### src/rtl/alu_pkg.sv
package alu_pkg;

  localparam logic [3:0] OP_AND = 4'b0000;
  localparam logic [3:0] OP_OR  = 4'b0001;
  localparam logic [3:0] OP_ADD = 4'b0010;
  localparam logic [3:0] OP_SUB = 4'b0110;
  localparam logic [3:0] OP_SLT = 4'b0111;
  localparam logic [3:0] OP_NOR = 4'b1100;

  typedef enum logic [1:0] {
    LK_AND = 2'd0,
    LK_OR  = 2'd1,
    LK_NOR = 2'd2,
    LK_NONE = 2'd3
  } logic_kind_e;

  typedef struct packed {
    logic        use_logic;
    logic        use_arith;
    logic        use_less;
    logic        subtract;
    logic_kind_e kind;
  } alu_sel_t;

  function automatic alu_sel_t decode_op(input logic [3:0] code);
    alu_sel_t s;
    s = '{use_logic: 1'b0, use_arith: 1'b0, use_less: 1'b0,
          subtract: 1'b0, kind: LK_NONE};
    case (code)
      OP_AND: begin s.use_logic = 1'b1; s.kind = LK_AND; end
      OP_OR:  begin s.use_logic = 1'b1; s.kind = LK_OR;  end
      OP_NOR: begin s.use_logic = 1'b1; s.kind = LK_NOR; end
      OP_ADD: begin s.use_arith = 1'b1; end
      OP_SUB: begin s.use_arith = 1'b1; s.subtract = 1'b1; end
      OP_SLT: begin s.use_less  = 1'b1; s.subtract = 1'b1; end
      default: ;
    endcase
    return s;
  endfunction

  // Signed less-than from a difference: sign bit corrected by overflow.
  function automatic logic signed_less(input logic diff_msb, input logic ovf);
    return diff_msb ^ ovf;
  endfunction

  // Two's complement overflow of x + y giving s.
  function automatic logic add_ovf(input logic x_msb, input logic y_msb,
                                   input logic s_msb);
    return (x_msb == y_msb) && (s_msb != x_msb);
  endfunction

endpackage

### src/rtl/alu_addsub.sv
module alu_addsub #(
  parameter int W      = 32,
  parameter bit RIPPLE = 1'b1
) (
  input  logic [W-1:0] a,
  input  logic [W-1:0] b,
  input  logic         sub,
  output logic [W-1:0] sum,
  output logic         ovf
);
  import alu_pkg::*;

  logic [W-1:0] b_eff;
  assign b_eff = b ^ {W{sub}};

  generate
    if (RIPPLE) begin : g_ripple
      logic [W-1:0] carry;
      assign carry[0] = sub;
      for (genvar i = 0; i < W; i++) begin : g_bit
        assign sum[i] = a[i] ^ b_eff[i] ^ carry[i];
        if (i < W - 1) begin : g_cy
          assign carry[i+1] = (a[i] & b_eff[i]) | (carry[i] & (a[i] ^ b_eff[i]));
        end
      end
    end else begin : g_flat
      assign sum = a + b_eff + {{(W-1){1'b0}}, sub};
    end
  endgenerate

  assign ovf = add_ovf(a[W-1], b_eff[W-1], sum[W-1]);
endmodule

### src/rtl/alu_logic.sv
module alu_logic #(
  parameter int W = 32
) (
  input  logic [W-1:0]         a,
  input  logic [W-1:0]         b,
  input  alu_pkg::logic_kind_e kind,
  output logic [W-1:0]         y
);
  import alu_pkg::*;

  always_comb begin
    case (kind)
      LK_AND:  y = a & b;
      LK_OR:   y = a | b;
      LK_NOR:  y = ~(a | b);
      default: y = '0;
    endcase
  end
endmodule

### src/rtl/alu_zero.sv
module alu_zero #(
  parameter int W     = 32,
  parameter int CHUNK = 8
) (
  input  logic [W-1:0] v,
  output logic         zero
);
  localparam int NCH = (W + CHUNK - 1) / CHUNK;

  logic [NCH*CHUNK-1:0] padded;
  logic [NCH-1:0]       any_set;

  always_comb begin
    padded = '0;
    padded[W-1:0] = v;
  end

  generate
    for (genvar c = 0; c < NCH; c++) begin : g_chunk
      assign any_set[c] = |padded[c*CHUNK +: CHUNK];
    end
  endgenerate

  assign zero = ~|any_set;
endmodule

### src/rtl/calc_alu.sv
module calc_alu #(
  parameter int W          = 32,
  parameter bit RIPPLE_ADD = 1'b1,
  parameter int ZERO_CHUNK = 8
) (
  input  logic [3:0]   op_sel,
  input  logic [W-1:0] opnd_a,
  input  logic [W-1:0] opnd_b,
  output logic [W-1:0] result,
  output logic         is_zero
);
  import alu_pkg::*;

  alu_sel_t     sel;
  logic [W-1:0] logic_y;
  logic [W-1:0] arith_y;
  logic         sub_ovf;
  logic         less_flag;
  logic         op_known;

  assign sel      = decode_op(op_sel);
  assign op_known = sel.use_logic | sel.use_arith | sel.use_less;

  alu_logic #(.W(W)) u_logic (
    .a(opnd_a), .b(opnd_b), .kind(sel.kind), .y(logic_y)
  );

  alu_addsub #(.W(W), .RIPPLE(RIPPLE_ADD)) u_addsub (
    .a(opnd_a), .b(opnd_b), .sub(sel.subtract), .sum(arith_y), .ovf(sub_ovf)
  );

  assign less_flag = signed_less(arith_y[W-1], sub_ovf);

  always_comb begin
    result = '0;
    if (sel.use_logic)      result = logic_y;
    else if (sel.use_arith) result = arith_y;
    else if (sel.use_less)  result = {{(W-1){1'b0}}, less_flag};
  end

  alu_zero #(.W(W), .CHUNK(ZERO_CHUNK)) u_zero (
    .v(result), .zero(is_zero)
  );
endmodule

### config.mk
export PLATFORM = sky130hd
export DESIGN_NAME = calc_alu
export DESIGN_NICKNAME = d
export VERILOG_FILES = /design/src/rtl/alu_pkg.sv /design/src/rtl/alu_addsub.sv /design/src/rtl/alu_logic.sv /design/src/rtl/alu_zero.sv /design/src/rtl/calc_alu.sv
export SDC_FILE = /design/constraint.sdc
export NUM_CORES = 1
export LEC_CHECK = 0
export ABC_AREA = 1
export BUFFER_PORTS_ARGS = -buffer_cell sky130_fd_sc_hd__buf_2
export CAP_MARGIN = 0
export CORE_MARGIN = 5
export CORE_UTILIZATION = 25
export DETAILED_ROUTE_END_ITERATION = 6
export GPL_ROUTABILITY_DRIVEN = 0
export PLACE_DENSITY = 0.59
export SETUP_SLACK_MARGIN = 0.1
export SYNTH_ARGS = -nofsm -noshare
export SYNTH_HDL_FRONTEND = slang
export SYNTH_SLANG_ARGS = --single-unit
### constraint.sdc
create_clock -name vclk -period 28.4
set_input_delay 5.68 -clock vclk [all_inputs]
set_output_delay 5.68 -clock vclk [all_outputs]
set_load 0.01 [all_outputs]
After elaboration in Yosys (flattened, before gate mapping)
Index checks and enable logic that the tools add are counted.
Storage, ports and cells
  bits in registers: 0
  bits of input ports: 68
  output and inout port bits: 33
  word-level logic and storage cells: 188
Operators by class
  equality and inequality tests: 9
  mux-type cells: 9
  bitwise operators: 162
  reduce and logical (&&, ||, !) cells: 8
Operators by type and width (number)
  32-bit one-hot mux with 3 select lines: 1
  1-bit bitwise XOR: 65
  32-bit 2-to-1 mux: 2
  1-bit bitwise AND: 62
  32-bit bitwise AND: 1
  32-bit NOT: 1
  32-bit bitwise OR: 1
  32-bit OR reduction: 1
  32-bit bitwise XOR: 1
  1-bit bitwise OR: 31
  4-bit by 3-bit == test with 1-bit output (second input constant): 2
  2-bit one-hot mux with 3 select lines: 1
  1-bit 2-to-1 mux: 5
  4-bit by 1-bit == test with 1-bit output (second input constant): 1
  4-bit by 2-bit == test with 1-bit output (second input constant): 1
  4-bit == test (second input constant): 1
  4-bit logical NOT: 1
  2-bit OR reduction: 2
  3-bit OR reduction: 1
  2-bit by 1-bit == test with 1-bit output (second input constant): 1
  2-bit == test (second input constant): 1
  2-bit logical NOT: 1
  1-bit == test: 1
  1-bit logical AND: 1
  2 further kinds: 2

Longest topological paths before layout
  depth in word-level cells: 76
  mapped depth: 43
  mapped depth without buffers: 42

Hierarchy
Synthesis repeated with hierarchy kept, for this count alone.
Unflattened totals
  cell total of the unflattened synthesis: 595
  area, all modules: 3121.7 µm²
Modules (own cells, without submodules)
  alu_addsub: instances 1, cells each 142, area an instance 1246.2 µm², sequential area each 0.0 µm²
  alu_logic: instances 1, cells each 302, area an instance 1214.9 µm², sequential area each 0.0 µm²
  calc_alu: instances 1, cells each 120, area an instance 544.3 µm², sequential area each 0.0 µm²
  alu_zero: instances 1, cells each 31, area an instance 116.4 µm², sequential area each 0.0 µm²

Worst setup path after synthesis
OpenSTA, ideal clock, no wires.
  path kind: input port to output port
  start: input op_sel[3]
  end: output is_zero
  data arrival time: 19.387 ns
  data required time: 22.720 ns
  slack: 3.333 ns
  stages on the path: 43
  path buffers: 1
  cells stage by stage: inv_1 > nand3_1 > buf_2 > o21ai_0 > fa_1 > fa_1 > fa_1 > fa_1 > fa_1 > fa_1 > fa_1 > fa_1 > fa_1 > fa_1 > fa_1 > fa_1 > fa_1 > fa_1 > [... 7 more ...] > fa_1 > fa_1 > fa_1 > fa_1 > fa_1 > fa_1 > fa_1 > inv_1 > fa_1 > inv_1 > fa_1 > nand2_1 > nand3_1 > nor2_1 > nand3_1 > nor2_1 > nand3_1 > nor2_1
Between the ends
  elaborated cells between the ends (all ways): 185
  those cells by class: eq/ne (9); mux (9); bitwise (159); reduce/logical (8)
RTL lines
  start, declared: line calc_alu.sv:6  | input logic [3:0] op_sel,
  4-bit by 3-bit == test with 1-bit output: line alu_pkg.sv:29  | case (code)
  2-bit OR reduction (no source line)
  1-bit 2-to-1 mux: line alu_pkg.sv:29
  32-bit bitwise XOR: line alu_addsub.sv:14  | assign b_eff = b ^ {W{sub}};
  1-bit bitwise XOR: line alu_addsub.sv:23  | assign carry[i+1] = (a[i] & b_eff[i]) | (carry[i] & (a[i] ^ b_eff[i]));
  1-bit bitwise AND: line alu_addsub.sv:23
  1-bit bitwise OR: line alu_addsub.sv:23
  1-bit bitwise AND: line alu_addsub.sv:23
  [... 55 more ...]
  1-bit bitwise AND: line alu_addsub.sv:23
  1-bit bitwise OR: line alu_addsub.sv:23
  1-bit bitwise XOR: line alu_addsub.sv:21  | assign sum[i] = a[i] ^ b_eff[i] ^ carry[i];
  32-bit 2-to-1 mux: line calc_alu.sv:37  | else if (sel.use_arith) result = arith_y;
  32-bit 2-to-1 mux *: line calc_alu.sv:36  | if (sel.use_logic) result = logic_y;
  named net result[30]: line calc_alu.sv:9  | output logic [W-1:0] result,
  32-bit OR reduction *: line alu_zero.sv:24  | assign zero = ~|any_set;
  1-bit logical NOT *: line alu_zero.sv:24
  end, declared: line calc_alu.sv:10  | output logic is_zero
The timed path passes the listed nets; every way through them passes the cells marked *.

Worst setup path after layout
  start: input op_sel[3]
  end: output is_zero
Between the ends
  longest elaborated chain between the ends: 76
  elaborated cells between the ends (all ways): 185
  those cells by class: eq/ne (9); mux (9); bitwise (159); reduce/logical (8)
Ends and longest elaborated chain
  4-bit by 3-bit == test with 1-bit output: line alu_pkg.sv:29
  2-bit OR reduction (no source line)
  1-bit 2-to-1 mux: line alu_pkg.sv:29
  32-bit bitwise XOR: line alu_addsub.sv:14
  1-bit bitwise XOR: line alu_addsub.sv:21, alu_addsub.sv:23
  1-bit bitwise AND: line alu_addsub.sv:23
  1-bit bitwise OR: line alu_addsub.sv:23
  1-bit bitwise AND: line alu_addsub.sv:23
  [... 60 more ...]
  1-bit inequality test: line alu_pkg.sv:49  | return (x_msb == y_msb) && (s_msb != x_msb);
  1-bit logical AND: line alu_pkg.sv:49
  1-bit bitwise XOR: line alu_pkg.sv:43  | return diff_msb ^ ovf;
  1-bit 2-to-1 mux: line calc_alu.sv:38  | else if (sel.use_less) result = {{(W-1){1'b0}}, less_flag};
  32-bit 2-to-1 mux: line calc_alu.sv:37
  32-bit 2-to-1 mux *: line calc_alu.sv:36
  32-bit OR reduction *: line alu_zero.sv:24
  1-bit logical NOT *: line alu_zero.sv:24
Every way passes the cells marked *; elsewhere a longest branch is shown, timed or not.

==> results.yml <==
timing:
  tightestPinTransition_ns: 0.663
  hold_slack_ns: 11.77
  rsz0062_at_grt: "false"
  fin_crit_sh_pct: 90.5
  relSlewSlack_pct: 55.7
  min_period_ns: 25.71
  final.setup.tns_ns: 0
  hold_viol: 0
  timing.fmax_mhz: 38.9
  slew_viol_final: 0
  finalSetupViolCount: 0
synthesis:
  syn-mean-instance-area_um2: 5.84
  netlist.area_leader.share_pct: 24.9
  netlist_area_um2: 2410
  synth-seq-area-share_pct: 0
  yosys_warnings: 0
  netlist_instances: 413
  netlist_top_cells_area: "fa_1 25%, nand2_1 18%, nand3_1 13%, xnor2_1 11%, nor2_1 10%"
  synth_top_area_cell: "fa_1"
  syn_nets: 513
  synth_cell_types: 22
power:
  power.leakage_uw: 0.00175
  vdd_drop_max_mv: 0.00679
  powerDensity_nw_per_um2: 18.3
  totalPowerFinal_uw: 55.4
critical_path:
  slowest_stage: "fa_1"
  worstSetupPathType: "in2out"
  cp.arrival_ns: 20.03
  end_kind: "output port"
  path_common_cell: "fa_1"
  required_ns: 22.72
  critPathLaunchType: "input pin"
  worstPathMaxFanout: 17
  critical-path-max-stage-delay_ns: 0.44
layout:
  antennaDiodeCount: 0
  syn_to_final_growth_pct: 25.3
  flops_and_latches: 0
  drive_gt1_share_pct: 24.8
  n_clock_buffer: 0
  layout.nets: 606
  regArea_um2: 0
floorplan:
  initial_core_util_pct: 25.9
  rows: 35
  io_pins: 101
  coreArea_um2: 9330
  die_h_um: 108
  die-width_um: 108
  dieArea_um2: 11700
cts:
  ctsResizeCount: 0
  postCtsHoldBufs: 0
  cts_setup_buffers: 0
routing:
  drc: 0
  top_layer_used: "met3"
  wl_met3_um: 545
  vias: 2791
  initialDrtViolationCount: 98
  wl_met2_um: 3820
  wl_met1_um: 3430
  drt-total-wl_um: 7790
  wl_per_cell_um: 12.3
  avgViaCountPerCell: 4.41
  drt_pre_antenna_iters: 5
  drtAntennaViolNets: 0
placement:
  numPortBuffers: 101
  place.detailed.hpwl_um: 6430
grt:
  overflow: 0
  grt_max_degree: 29
  grt_pass1_wl_um: 13000
  grt_pass1_vias: 2716
  grt_antenna_before_repair: 0
  grt_usage_pct: 13.3
worst_hold_path:
  hold_end: "result[22]"
  min_path_cells: 4
  hold_path_class: "in2out"
  min_from: "opnd_b[22]"
run:
  maxCapViolations: 0
outcome:
  status: "finished, final reports clean"
## metal layers
| layer | up-vias | GRT usage (%) |
|---|---|---|
| li1 | 1449 | - |
| met1 | 1264 | 17.6 |
| met2 | 78 | 24.6 |
| met3 | 0 | 1.61 |
| met4 | 0 | 0 |
| met5 | - | 0 |
## Yosys cell counts, types with 2 or more instances
cell type  instances
nand3_1           62
ha_1               2
inv_2              2
inv_1             57
fa_1              30
o21ai_0            4
nand4_1            6
o21ai_1            3
or2_2             15
buf_4              4
nand2_4            2
xnor2_1           29
nand2_1          114
nor2_1            66
buf_2              7
a21oi_1            4
## cell type report
class                           instances  area, um^2
Multi-Input combinational cell        342        2120
Timing Repair Buffer                  103         520
Inverter                               59         221
Fill cell                            1033        6300
Tap cell                              129         161
## power by group
group	leakage [uW]	switching, uW	internal (uW)	total [uW]
clock	0	0	0	0
combinational	0.00175	32.3	23.1	55.4
sequential	0	0	0	0
## worst max-delay path: cells and delay by family
family	cells	cell delay, ns
buf+inv	5	0.45
xor+xnor	1	0.29
fa+ha+maj	30	12.59
simple gates	8	1.03
## per-stage QoR
step           util, %  instance area [um^2]  cells  setup slack [ns]
2_1_floorplan        -                  2410    413              3.33
3_3_place_gp      32.4                  3020    633              2.73
3_5_place_dp      32.4                  3020    633              2.49
4_1_cts           32.4                  3020    633              2.48
5_1_grt           32.4                  3020    633              1.84
6_report          32.4                  3020    633              2.69
## cells by family after synthesis
| logic type | Yosys count | share of synthesized area [%] |
|---|---|---|
| xor+xnor | 30 | 10.9 |
| buf+inv | 71 | 12.3 |
| fa+ha+maj | 32 | 25.9 |
| compound gates | 13 | 2.90 |
| simple gates | 267 | 48.0 |
## how the worst max path moves through the flow
stage	startpoint	to	slack [ns]
final	op_sel[3]	is_zero	2.69
after global routing	op_sel[3]	is_zero	1.84
after CTS	op_sel[3]	is_zero	2.48
after detailed placement	op_sel[3]	is_zero	2.49
after global placement	op_sel[3]	is_zero	2.73
after floorplan	op_sel[3]	is_zero	3.33
## placed cells by master (no fill, tap or decap), types with 2 or more instances in the layout
| cell type | count |
|---|---|
| nand2_1 | 114 |
| buf_2 | 101 |
| nor2_1 | 66 |
| nand3_1 | 61 |
| inv_1 | 57 |
| fa_1 | 30 |
| xnor2_1 | 29 |
| or2_2 | 15 |
| nand4_1 | 6 |
| o21ai_0 | 4 |
| a21oi_1 | 4 |
| o21ai_1 | 3 |
| nand2_4 | 2 |
| inv_2 | 2 |
| ha_1 | 2 |
| buf_4 | 2 |
Power figures use the tool's default switching activity.
